## src/rtl/aspc_pkg.sv

```systemverilog
`timescale 1ns/1ps
// Shared constants and the control register layout for the audio serial
// port front end. Assumes a 16-bit register bus with four word addresses.
package aspc_pkg;
    localparam int NREQ   = 6;          // FIFO service-request lines
    localparam int CTRL_W = NREQ + 4;   // enable, loopback, masks, two inverts
    localparam int REG_W  = 16;         // bus data width
    localparam int ADDR_W = 2;          // bus address width

    localparam logic [ADDR_W-1:0] A_CTRL = ADDR_W'(0);
    localparam logic [ADDR_W-1:0] A_STAT = ADDR_W'(1);
    localparam logic [ADDR_W-1:0] A_TXLD = ADDR_W'(2);
    localparam logic [ADDR_W-1:0] A_RXWD = ADDR_W'(3);

    typedef struct packed {
        logic            lrck_inv;
        logic            sclk_inv;
        logic [NREQ-1:0] mask;
        logic            lb;
        logic            en;
    } ctrl_t;
endpackage

```

## src/rtl/aspc_ctrl_reg.sv

```systemverilog
`timescale 1ns/1ps
// Control register. Only the enable bit is reset; all other fields power up
// unknown and are expected to be written by software before enabling.
// Assumes wr_i is a single-cycle qualified write strobe.
module aspc_ctrl_reg
    import aspc_pkg::*;
(
    input  logic              clk,
    input  logic              rst_n,
    input  logic              wr_i,
    input  logic [CTRL_W-1:0] wdata_i,
    output ctrl_t             ctrl_o
);
    logic              en_q;
    logic [CTRL_W-2:0] rest_q;

    // Enable bit: the only field with a defined reset value.
    always_ff @(posedge clk) begin
        if (!rst_n)    en_q <= 1'b0;
        else if (wr_i) en_q <= wdata_i[0];
    end

    // Remaining fields: no reset, loaded on every control write.
    always_ff @(posedge clk) begin
        if (wr_i) rest_q <= wdata_i[CTRL_W-1:1];
    end

    assign ctrl_o = {rest_q, en_q};

    // enabling the port with unwritten fields is a software error.
    p_fields_known_r10: assert property (@(posedge clk) disable iff (!rst_n)
        $rose(en_q) |-> !$isunknown(rest_q));
endmodule

```

## src/rtl/aspc_irq.sv

```systemverilog
`timescale 1ns/1ps
// Status gating and interrupt combiner. Status follows the request inputs
// while enabled; masks gate only the interrupt, never the status.
// The interrupt is registered so that the output is glitch-free.
module aspc_irq
    import aspc_pkg::*;
(
    input  logic            clk,
    input  logic            rst_n,
    input  logic            en_i,
    input  logic [NREQ-1:0] req_i,
    input  logic [NREQ-1:0] mask_i,
    output logic [NREQ-1:0] stat_o,
    output logic            irq_o
);
    logic [NREQ-1:0] hit;
    logic            irq_q;

    // Status is forced to zero while the port is disabled.
    assign stat_o = en_i ? req_i : '0;

    // One gate per request line.
    for (genvar i = 0; i < NREQ; i++) begin : g_hit
        assign hit[i] = stat_o[i] & mask_i[i];
    end

    // Registered OR of all unmasked requests.
    always_ff @(posedge clk) begin
        if (!rst_n) irq_q <= 1'b0;
        else        irq_q <= |hit;
    end

    assign irq_o = irq_q;

    // no unmasked active request means no interrupt next cycle.
    p_masked_quiet_r3: assert property (@(posedge clk) disable iff (!rst_n)
        ((stat_o & mask_i) == '0) |=> !irq_o);
    // an unmasked active request raises the interrupt next cycle.
    p_unmasked_fires_r4: assert property (@(posedge clk) disable iff (!rst_n)
        ((stat_o & mask_i) != '0) |=> irq_o);
endmodule

```

## src/rtl/aspc_shifter.sv

```systemverilog
`timescale 1ns/1ps
// Serial shift register. A bus load has priority over a shift tick; ticks
// act only while enabled. In loopback the MSB feeds the LSB.
module aspc_shifter #(
    parameter int WORD_W = 16
) (
    input  logic              clk,
    input  logic              rst_n,
    input  logic              en_i,
    input  logic              lb_i,
    input  logic              tick_i,
    input  logic              load_i,
    input  logic [WORD_W-1:0] load_word_i,
    input  logic              sdin_i,
    output logic [WORD_W-1:0] word_o,
    output logic              msb_o
);
    localparam int MSB = WORD_W - 1;

    logic [WORD_W-1:0] sh_q;
    logic              in_bit;

    // Loopback mux on the incoming LSB.
    assign in_bit = lb_i ? sh_q[MSB] : sdin_i;

    // Load wins over shift; hold while disabled.
    always_ff @(posedge clk) begin
        if (!rst_n)             sh_q <= '0;
        else if (load_i)        sh_q <= load_word_i;
        else if (en_i && tick_i) sh_q <= {sh_q[MSB-1:0], in_bit};
    end

    assign word_o = sh_q;
    assign msb_o  = sh_q[MSB];

    // disabled with no load, the word must not move.
    p_hold_disabled_r9: assert property (@(posedge clk) disable iff (!rst_n)
        (!en_i && !load_i) |=> $stable(sh_q));
    // in loopback a tick moves the old MSB into the LSB.
    p_loop_rotate_r6: assert property (@(posedge clk) disable iff (!rst_n)
        (en_i && lb_i && tick_i && !load_i) |=> (sh_q[0] == $past(sh_q[MSB])));
endmodule

```

## src/rtl/aspc_pins.sv

```systemverilog
`timescale 1ns/1ps
// Serial pin drive. Applies polarity selects outside loopback and releases
// the pins (driven low, select raised) while loopback is on.
module aspc_pins (
    input  logic lb_i,
    input  logic sclk_inv_i,
    input  logic lrck_inv_i,
    input  logic bclk_i,
    input  logic frame_i,
    input  logic msb_i,
    output logic sdout_o,
    output logic sclk_o,
    output logic lrck_o,
    output logic pin_sel_o
);
    // Pin values: owned here unless loopback hands them away.
    always_comb begin
        pin_sel_o = lb_i;
        sdout_o   = lb_i ? 1'b0 : msb_i;
        sclk_o    = lb_i ? 1'b0 : (bclk_i ^ sclk_inv_i);
        lrck_o    = lb_i ? 1'b0 : (frame_i ^ lrck_inv_i);
    end
endmodule

```

## src/rtl/aspc_top.sv

```systemverilog
`timescale 1ns/1ps
// Audio serial port control front end: register decode, status/interrupt
// combining, shift path with loopback, and serial pin drive.
// Assumes reads are combinational on the address; writes take one edge.
module aspc_top
    import aspc_pkg::*;
#(
    parameter int WORD_W = 16
) (
    input  logic              clk,
    input  logic              rst_n,
    input  logic              bus_cs_i,
    input  logic              bus_we_i,
    input  logic [ADDR_W-1:0] bus_addr_i,
    input  logic [REG_W-1:0]  bus_wdata_i,
    output logic [REG_W-1:0]  bus_rdata_o,
    input  logic [NREQ-1:0]   fifo_req_i,
    input  logic              shift_tick_i,
    input  logic              bclk_i,
    input  logic              frame_i,
    input  logic              sdin_i,
    output logic              sdout_o,
    output logic              sclk_o,
    output logic              lrck_o,
    output logic              pin_sel_o,
    output logic              irq_o
);
    ctrl_t             ctrl;
    logic              wr;
    logic              wr_ctrl;
    logic              wr_load;
    logic [NREQ-1:0]   stat;
    logic [WORD_W-1:0] word;
    logic              msb;
    logic [REG_W-1:0]  ctrl_ext;
    logic [REG_W-1:0]  stat_ext;
    logic [REG_W-1:0]  word_ext;

    assign wr      = bus_cs_i && bus_we_i;
    assign wr_ctrl = wr && (bus_addr_i == A_CTRL);
    assign wr_load = wr && (bus_addr_i == A_TXLD);

    aspc_ctrl_reg i_ctrl (
        .clk     (clk),
        .rst_n   (rst_n),
        .wr_i    (wr_ctrl),
        .wdata_i (bus_wdata_i[CTRL_W-1:0]),
        .ctrl_o  (ctrl)
    );

    aspc_irq i_irq (
        .clk    (clk),
        .rst_n  (rst_n),
        .en_i   (ctrl.en),
        .req_i  (fifo_req_i),
        .mask_i (ctrl.mask),
        .stat_o (stat),
        .irq_o  (irq_o)
    );

    aspc_shifter #(.WORD_W(WORD_W)) i_shift (
        .clk         (clk),
        .rst_n       (rst_n),
        .en_i        (ctrl.en),
        .lb_i        (ctrl.lb),
        .tick_i      (shift_tick_i),
        .load_i      (wr_load),
        .load_word_i (bus_wdata_i[WORD_W-1:0]),
        .sdin_i      (sdin_i),
        .word_o      (word),
        .msb_o       (msb)
    );

    aspc_pins i_pins (
        .lb_i       (ctrl.lb),
        .sclk_inv_i (ctrl.sclk_inv),
        .lrck_inv_i (ctrl.lrck_inv),
        .bclk_i     (bclk_i),
        .frame_i    (frame_i),
        .msb_i      (msb),
        .sdout_o    (sdout_o),
        .sclk_o     (sclk_o),
        .lrck_o     (lrck_o),
        .pin_sel_o  (pin_sel_o)
    );

    // Zero-extend each readable register to the bus width.
    always_comb begin
        ctrl_ext = '0;
        ctrl_ext[CTRL_W-1:0] = ctrl;
        stat_ext = '0;
        stat_ext[NREQ-1:0] = stat;
        word_ext = '0;
        word_ext[WORD_W-1:0] = word;
    end

    // Read mux; the load address reads as zero.
    always_comb begin
        case (bus_addr_i)
            A_CTRL:  bus_rdata_o = ctrl_ext;
            A_STAT:  bus_rdata_o = stat_ext;
            A_RXWD:  bus_rdata_o = word_ext;
            default: bus_rdata_o = '0;
        endcase
    end
endmodule

```

## config.mk

```make
export PLATFORM = sky130hd
export DESIGN_NAME = aspc_top
export DESIGN_NICKNAME = d
export VERILOG_FILES = /design/src/rtl/aspc_pkg.sv /design/src/rtl/aspc_ctrl_reg.sv /design/src/rtl/aspc_irq.sv /design/src/rtl/aspc_shifter.sv /design/src/rtl/aspc_pins.sv /design/src/rtl/aspc_top.sv
export SDC_FILE = /design/constraint.sdc
export NUM_CORES = 1
export LEC_CHECK = 0
export BUFFER_PORTS_ARGS = -buffer_cell sky130_fd_sc_hd__buf_2
export CAP_MARGIN = 10
export CORE_MARGIN = 4
export CORE_UTILIZATION = 52
export CTS_CLUSTER_SIZE = 20
export DETAILED_ROUTE_END_ITERATION = 12
export PLACE_DENSITY_LB_ADDON = 0.08
export SYNTH_ARGS = -nofsm -noshare
export SYNTH_HDL_FRONTEND = slang
export SYNTH_SLANG_ARGS = --single-unit
```

## constraint.sdc

```tcl
create_clock -name clk -period 2.5 [get_ports clk]
set_clock_uncertainty 0.1 [all_clocks]
set_input_delay 0.375 -clock clk [delete_from_list [all_inputs] [get_ports clk]]
set_output_delay 0.375 -clock clk [all_outputs]
set_load 0.02 [all_outputs]
```

* After elaboration in Yosys (flattened, before gate mapping) *
Index checks and enable logic that the tools add are counted.

operators by class
  reductions and logical operators = 7
  equality and inequality tests = 3
  bitwise logic cells = 8
  mux-type cells = 8

operators with widths
  kind                                            count
  case mux 16 bit (3 select lines)                1
  two-way mux 16 bit                              2
  AND 1 bit                                       6
  two-way mux 6 bit                               1
  OR reduction 6 bit                              1
  == test 2 bit (second input constant)           2
  logical AND 1 bit                               4
  two-way mux 1 bit                               4
  == test 2 x 1 -> 1 bit (second input constant)  1
  zero test 2 bit                                 1
  nonzero test 2 bit                              1
  bitwise XOR 1 bit                               2

word-level totals
  output and inout bits = 21
  register bits after elaboration = 27
  logic and storage cells = 30
  bits of input ports = 32

* Logic depth before layout (Yosys ltp) *
Gate-level depths: netlist of the first run.

  depth in word-level cells = 3
  mapped depth = 5
  mapped depth without buffers = 3

* Hierarchy *
From an unflattened synthesis of the first run, not the netlist that was laid out.

second synthesis, totals
  cells, all modules = 134
  area total of the unflattened synthesis = 1,412.6 um2

by module, submodules not included
  module         times used  seq. area each (um2)  area each (um2)  cells each
  aspc_shifter   1           320.3                 705.7            74
  aspc_ctrl_reg  1           290.3                 314.1            13
  aspc_top       1           0.0                   256.5            29
  aspc_irq       1           20.0                  97.6             12
  aspc_pins      1           0.0                   38.8             6

* Worst setup path after synthesis of the first run *
No wires, ideal clock.

  path kind = input to output
  from = input bus_addr_i[1]
  to = output bus_rdata_o[1]
  path slack = 991 ps
  data arrival time = 1,034 ps
  data required time = 2,025 ps
  cell stages on the path = 3
  buffers on the path = 1
  cell sequence = buf_2 -> nor2_2 -> a22o_1

on the way
  word-level cells in the longest chain between the ends = 2
  elaborated cells on any way between the ends = 4
  those cells by class = 2 x eq/ne; 1 x mux; 1 x reduce/logical

ends and longest elaborated chain
  item                                   RTL line        RTL
  from (decl)                            aspc_top.sv:14  input logic [ADDR_W-1:0] bus_addr_i,
  == test 2 bit (tied with other cells)  aspc_top.sv:99  case (bus_addr_i)
  case mux 16 bit (3 select lines) (*)   aspc_top.sv:99
  to (decl)                              aspc_top.sv:16  output logic [REG_W-1:0] bus_rdata_o,

Mark *: on every way between the ends. The rest lies on a longest branch, timed or not.

* Worst setup path after layout of the first run *
  from = register i_ctrl.en_q
  to = output bus_rdata_o[1]

on the way
  word-level cells in the longest chain between the ends = 2

ends and longest elaborated chain
  item                              RTL line             RTL
  from (decl)                       aspc_ctrl_reg.sv:14  logic en_q;
  from (signal assigned)            aspc_ctrl_reg.sv:20  else if (wr_i) en_q <= wdata_i[0];
  two-way mux 6 bit                 aspc_irq.sv:20       assign stat_o = en_i ? req_i : '0;
  case mux 16 bit (3 select lines)  aspc_top.sv:99

Every way passes these cells.

==> results summary, run 1 <==
The detailed-router iteration count before antenna repair came out at 4. The final routed wire length divided by cell count is between 15 and 20 um. STA classifies the critical path endpoint as an output port. The number of I/O pins came out at between 50 and 60. The clock edge transition at the registers on the reported setup and hold paths came out at about 150 ps.

The count of cells along the worst register-to-register path came out at 3. The class of the worst hold path is input port to flop. The relative slew slack is 0.665.

After global routing the overflow that remains totals 0. Yosys mapped a number of flops with a built-in enable equal to 9. After synthesis, the share of flip-flops with an asynchronous set or reset is 0. Of the synthesized area, sequential elements account for 0.454. The chip height is 59.7 um. The reported leakage power came out at around 0.72 nW. Traced cell by cell, the critical path runs through nor2b_1 -> a22o_1 -> a22o_1 -> buf_2. The count of max-cap constraint violations is 0. The summed instance area of the synthesized netlist came out at about 0.0014 mm^2. Of all cell types, the one taking the most synthesized area is sky130_fd_sc_hd__dfxtp_1. The startpoint kind of the worst setup timing path is a flop.

TritonCTS built the clock tree. Buffers placed on the I/O ports in this run total 52. The uppermost layer routed is met4.

The met2 wire length is between 1500 and 2000 um. The congestion estimate from routability-driven global placement came to between 0.7 and 0.8. The fraction of post-synthesis cell area in the top cell type by area is 0.259. The detailed-placement wirelength estimate is approximately 2500 um. Broken down by cell family, the worst path's largest delay share belongs to simple AND/OR/NAND/NOR gates. Detailed routing placed a total of around 340 um of wire on met3. The source-to-sink clock delay at the later pin of the worst-skew pair came out at around 320 ps. 0 antenna diodes ended up in the layout. The maximum cell stage delay along the critical path is approximately 400 ps. The setup TNS is 0 ps. For this configuration, the core starts out at a cell density of 0.551. The number of vias in the routed layout came out at 1303.

The area of the die is between 0.003 and 0.004 mm^2. The number of buffers between clock root and the deepest sink is 2. The critical path class is flop to output port. Setup repair after global routing left no endpoint under its margin.

The post-route fraction of the period consumed by the critical path is 0.811. Of all nets on the critical path, the largest fanout is 6. IR analysis of the VDD net gives a maximum drop of between 0.2 and 0.3 mV. In this run the horizontal extent of the chip is between 50 and 60 um.

The layout-stage area growth over the synthesis result is 18.5%. Entering global routing, the biggest net connects 33 pins. The number of gates resized after CTS was 0. The gate count after technology mapping is approximately 150. In this run the clock root is driven by a sky130_fd_sc_hd__clkbuf_4. Counting instances, the worst hold path has a depth of 1. The remaining design rule violation count is 0. The final net count is ~220. The power per cell area came out at ~480 mW/mm^2.

The fill cell instance count of the final layout came out at approximately 220. The data arrival time of the critical path came out at between 1500 and 2000 ps. The wire length of the first global-routing pass came out at 5490 um. The data required time of the worst path is around 2000 ps. The total nets after synthesis is 177. The clock sink count came out at 27.

In the global route stage, overall resource usage came out at 0.203. The sum of buffers and inverters on the critical path is 1. The number of CTS-inserted buffers came out at 3. In this run the remaining antenna-violating nets after routing total 0. Overall power consumption after layout is estimated at 0.785 mW. The synthesis warning total came out at 0. The wire length after detailed routing is about 3500 um. Buffers inserted to repair hold after CTS numbered 0. The number of antenna violations at the first check in global routing came out at 0. By instance count, the cell type seen most on the critical path is sky130_fd_sc_hd__a22o_1. The placement row count came out at 18.

The highest-delay cell along the critical path is sky130_fd_sc_hd__nor2b_1. The logic depth of the worst setup path including buffers came out at 4. The commonest cells after synthesis are 18 x sky130_fd_sc_hd__dfxtp_1, 18 x sky130_fd_sc_hd__nor2_1, 16 x sky130_fd_sc_hd__nand2_1. The number of slew-limit violations in the final report came to 0.

The first-iteration detailed-routing DRC count came out at 77. For this block, wires on met1 add up to 1520 um. The flow ran to the end, and the final reports show no timing, DRC or antenna violations. The distinct cell type count after synthesis is 30. The synthesized area per cell came out at between 9 and 10 um^2. The count of endpoints failing hold in the final timing report is 0. Hold is met by 132 ps. The count of endpoints failing setup in the final report came out at 0.

In the synthesized netlist the dominant register cell turns out to be sky130_fd_sc_hd__dfxtp_1. The flip-flop and latch count after synthesis came out at 27. The core outline area is ~0.0025 mm^2. The via count of the first global-routing pass came out at around 1200. The share of cells above drive strength 1 came out at 0.319.

The achievable frequency came out at just under 500 MHz. The routed via count divided by cell count is between 5 and 6. Sorting the synthesized cells by area gives the leading types as sky130_fd_sc_hd__dfxtp_1 26%, sky130_fd_sc_hd__edfxtp_1 19%, sky130_fd_sc_hd__a22o_1 9.5%, sky130_fd_sc_hd__a311oi_1 9.5%, sky130_fd_sc_hd__nand3_1 5.4%. CTS built an H-tree with a depth of 1. The number of setup buffers added after CTS came out at 0. The pin slew with the least headroom to its limit is roughly 500 ps. The routed design could run at a clock period as short as around 2000 ps.
==> flip-flops by register name (all words and copies together) (netlist names) <==
name            cells
i_shift.word_o     16
i_ctrl.rest_q       9
i_ctrl.en_q         1
i_irq.irq_o         1
==> through the flow <==
stage	area (um^2)	utilization	setup slack [ps]	cells
5_1_grt	1650	0.652	352	221
6_report	1650	0.652	472	221
2_1_floorplan	1390	-	991	145
3_3_place_gp	1620	0.642	614	217
3_5_place_dp	1620	0.642	551	217
4_1_cts	1650	0.652	469	221
==> area by class of cell <==
class                      instances  area, um^2  area share
clock buffer                       4        26.3      0.0160
inverter                           2        7.51     0.00456
multi-input combinational        105         676       0.411
sequential                        27         631       0.383
tap                               30        37.5      0.0228
timing repair buffer              53         268       0.163
==> metal layers <==
metal | vias up | track usage
li1 | 643 | -
met1 | 601 | 0.265
met2 | 57 | 0.355
met3 | 2 | 0.0259
met4 | 0 | 0.0475
met5 | - | 0
==> cells in the final DEF (no fill, tap or decap), drive strengths merged, types with 2 or more instances in the layout <==
cell and count:
buf 53, nor2 19, dfxtp 18, nand2 17, a22o 15, nand3 15
a311oi 15, edfxtp 9, and3 6, clkbuf 4, a22oi 3, nor2b 2
xnor2 2
==> final timing paths <==
kind,from,endpoint,slack [ps]
hold / removal,bus_wdata_i[2],i_ctrl.rest_q[1],130
hold reg to reg,i_shift.word_o[8],i_shift.word_o[8],410
setup reg to reg,i_ctrl.rest_q[0],i_shift.word_o[0],1180
setup / recovery,i_ctrl.en_q,bus_rdata_o[1],470
==> power by group <==
| part | internal, mW | total [mW] | leakage, nW | switching [mW] |
|---|---|---|---|---|
| Clock | 0.0624 | 0.189 | 0.0150 | 0.127 |
| Sequential | 0.468 | 0.478 | 0.228 | 0.0105 |
| Combinational | 0.0482 | 0.117 | 0.473 | 0.0690 |
==> cells by family after synthesis <==
logic type / Yosys count / synth area share
flops: 27 / 0.454
compound gates: 37 / 0.224
xor+xnor: 2 / 0.0126
mux: 2 / 0.0153
buf+inv: 13 / 0.0595
simple gates: 64 / 0.234
Power figures use the tool's default switching activity.
==> inputs of run 2 (changes only) <==
ABC_AREA = 1   (was not set)
CORE_UTILIZATION = 49   (was 52)
clock period = 1.97 ns   (was 2.5 ns; I/O delays follow)
==> run 2 against run 1 <==
Against the previous run:
- clock-buffer cell count did not move
- worst setup slack got worse by 280 ps
- first-iteration DRC count rose by 23%
- die area rose by 11%
- register-to-register slack got worse by 700 ps
- global-route usage fell by 3.0 points
- final area rose by 6.2%
- sequential cell count did not move
- clock power rose by 25%
- highest routed layer unchanged
==> results summary, run 2 <==
The family with the most delay on the worst path is flip-flops. In this run the static leakage power is 0.831 nW. The chip height came out at ~63 um.

Among all stages on the critical path, the largest delay is contributed by sky130_fd_sc_hd__dfxtp_1. Leaving out fill and tap cells, the most frequent cell in the layout is sky130_fd_sc_hd__nor2_1. In this run, synthesis inferred 9 flip-flops with an integrated enable.

The summed instance area of the synthesized netlist is roughly 0.0015 mm^2. The post-route fraction of the period consumed by the critical path came out at 0.903. The wire length of the first global-routing pass is roughly 5700 um. The count of cells along the worst register-to-register path came out at 6. Clock-pin slew was measured on the worst setup and hold paths at about 140 ps. The fill cell instance count of the final layout is a little under 300. The distinct cell type count after synthesis came out at 21. Adding up every negative setup slack in the final design gives 0 ps. Walking the worst path, the cells encountered are nand3_1 -> o211ai_1 -> buf_2.

TritonCTS built the clock tree. The gate count after technology mapping is about 220. The critical path is of the flop to output port type. The source-to-sink clock delay at the later pin of the worst-skew pair came out at between 300 and 400 ps. The worst hold margin came out at roughly 55 ps. The top cell types in the final layout, fill and taps aside, are 61 x sky130_fd_sc_hd__nor2_1, 52 x sky130_fd_sc_hd__buf_2, 47 x sky130_fd_sc_hd__nand2_1.

CTS placed an instance of sky130_fd_sc_hd__clkbuf_4 at the clock tree root. In the final routed layout, each cell accounts on average for 11.4 um. The power per cell area is roughly 580 mW/mm^2. The placement row count is 19. The part of the Yosys area used for sequential elements is 0.427. The data arrival time of the critical path is around 1400 ps.

The first-iteration detailed-routing DRC count came out at 95. The routed via count divided by cell count came out at between 4 and 5. The clock passes through at most 2 buffers. The setup check on the worst reg-to-reg path leaves a slack of ~480 ps. For this run, design rule violations remaining after detail routing come to 0.

Ranked by total cell area, the synthesized netlist is headed by sky130_fd_sc_hd__dfxtp_1 24%, sky130_fd_sc_hd__edfxtp_1 18%, sky130_fd_sc_hd__nor2_1 16%, sky130_fd_sc_hd__nand2_1 12%, sky130_fd_sc_hd__o21ai_0 5.8%. The minimum clock period after layout came out at ~1800 ps. The switching power came out at approximately 0.27 mW. The number of setup buffers added after CTS is 0. The critical register-to-register path endpoint is i_shift.word_o[6]. Setup repair after global routing left no endpoint under its margin.

In this run the number of H-tree levels came out at 1. The first detailed-routing pass ran for 4 iterations. The synthesis warning total is 0. The number of vias in the routed layout came out at 1471. The core region is roughly 0.0028 mm^2.

By count the netlist is led by 61 x sky130_fd_sc_hd__nor2_1, 47 x sky130_fd_sc_hd__nand2_1, 22 x sky130_fd_sc_hd__inv_1. The data required time of the worst path is 1570 ps. The sequential share of power is 0.601. Of all flip-flops after synthesis, the portion carrying an async set or reset was 0. The startpoint kind of the worst setup timing path is a flop. Together, buffers and inverters on the worst path number 1.

The count of nets left with antenna violations after detail routing is 0. The class of the worst hold path is input port to flop. The fraction of post-synthesis cell area in the top cell type by area came out at 0.244. The post-cts sizing count is 0. The flip-flop and latch count after synthesis is 27. The number of I/O pins came out at 53. The synthesized design spends more area on one cell type than any other, namely sky130_fd_sc_hd__dfxtp_1. The count of endpoints failing setup in the final report is 0. The number of buffer cells added on primary ports is 52. The maximum fanout encountered on the critical timing path is 15. The detailed-placement wirelength estimate came out at about 2500 um. The count of max-cap constraint violations came out at 0.

The most used flip-flop cell after synthesis is sky130_fd_sc_hd__dfxtp_1. The relative slew slack is 0.632. The synthesized area per cell is a little under 7 um^2. The flow ran to the end, and the final reports show no timing, DRC or antenna violations. The maximum cell stage delay along the critical path is around 630 ps. The congestion estimate from routability-driven global placement came to 0.763. Relative to the synthesized area, the layout overhead comes to 18.3%.

For hold timing, the worst endpoint is i_ctrl.rest_q[0]. VDD sags by at most between 0.3 and 0.4 mV. The worst setup path is captured at an output port.

The share of total power dissipated in combinational logic is 0.165. The startpoint of the worst hold path is bus_wdata_i[1]. The cell-internal power came out at 0.738 mW. At the end of the flow, the number of nets in the layout was ~300.

The switching portion of total power came out at 0.271. The number of antenna violations at the first check in global routing is 0. The via count of the first global-routing pass came out at ~1300.

The number of flip-flops in the largest register came out at 16. The pin slew with the least headroom to its limit is 550 ps. The share of cells above drive strength 1 is 0.234. The area of the die is slightly below 0.004 mm^2.

For this configuration, the core starts out at a cell density of 0.522. The count of endpoints failing hold in the final timing report is 0. The total routing resource utilization after global routing is 0.173. The wire length after detailed routing came out at around 3400 um. The logic depth of the worst setup path including buffers came out at 3. In this run the horizontal extent of the chip is 62.9 um. The total overflow reported by the global router is 0. After clock tree synthesis, the flow added hold-fix buffers numbering 0.

The clock share of power is 0.235. The antenna diode instance count is 0. The depth of the worst hold-timing path came out at 1. The clock sink count came out at 27. The most frequent cell after synthesis is sky130_fd_sc_hd__nor2_1. The number of CTS-inserted buffers is 3. The largest net degree at the start of global routing came out at 33. The achievable frequency came out at 562 MHz. The number of slew-limit violations in the final report came out at 0. The number of nets handed over by synthesis was 249. The startpoint identified for the worst register-to-register timing path is i_ctrl.en_q.
-- run 2: cell count changes after synthesis, moves of 5 or more --
cell,change
sky130_fd_sc_hd__nor2_1,+43
sky130_fd_sc_hd__nand2_1,+31
sky130_fd_sc_hd__inv_1,+21
sky130_fd_sc_hd__o21ai_0,+17
sky130_fd_sc_hd__a22o_1,-15
sky130_fd_sc_hd__a311oi_1,-15
sky130_fd_sc_hd__and3_1,-6
sky130_fd_sc_hd__o211ai_1,+5
-- run 2: worst max-delay path by stage --
stage | start | to
floorplan | bus_addr_i[1] | bus_rdata_o[2]
global placement | bus_addr_i[0] | bus_rdata_o[9]
detailed placement | bus_addr_i[0] | bus_rdata_o[1]
CTS | i_ctrl.en_q | bus_rdata_o[0]
global route | i_ctrl.en_q | bus_rdata_o[0]
finish | i_ctrl.en_q | bus_rdata_o[1]
-- run 2: through the flow --
step | utilization | std cells | power [mW] | cell area, um^2 | worst slack [ps]
2_1_floorplan | - | 217 | 0.720 | 1480 | 623
3_3_place_gp | 0.608 | 292 | 0.784 | 1720 | 342
3_5_place_dp | 0.608 | 292 | 0.786 | 1720 | 318
4_1_cts | 0.617 | 296 | 1.02 | 1750 | 172
5_1_grt | 0.617 | 296 | 1.06 | 1750 | 36.0
6_report | 0.617 | 296 | 1.01 | 1750 | 190
-- run 2: metal layers --
metal | routed length [um] | GRT usage | vias to the layer above
met4 | 20 | 0.0496 | 0
li1 | - | - | 778
met5 | 0 | 0 | -
met2 | 1420 | 0.271 | 49
met1 | 1690 | 0.242 | 642
met3 | 257 | 0.0306 | 2
-- run 2: cell type report --
| type | count | area (um^2) | share of cell area |
|---|---|---|---|
| Clock buffer | 4 | 26.3 | 0.0150 |
| Inverter | 24 | 90.1 | 0.0516 |
| Multi-Input combinational cell | 157 | 693 | 0.397 |
| Sequential cell | 27 | 631 | 0.361 |
| Tap cell | 31 | 38.8 | 0.0222 |
| Timing Repair Buffer | 53 | 268 | 0.153 |
-- run 2: power groups by stage --
stage               clock network (mW)  registers [mW]  logic [mW]
detailed placement                   0           0.620       0.166
CTS                              0.244           0.608       0.167
floorplan                            0           0.617       0.103
global route                     0.262           0.611       0.189
finish                           0.237           0.608       0.167
global placement                     0           0.620       0.164
-- run 2: cells by family after synthesis --
family	Yosys count	synth area share
AOI/OAI and AO/OA	30	0.112
xor gates and xnor gates	2	0.0119
buffers and inverters	33	0.103
DFF	27	0.427
and+or+nand+nor	125	0.346
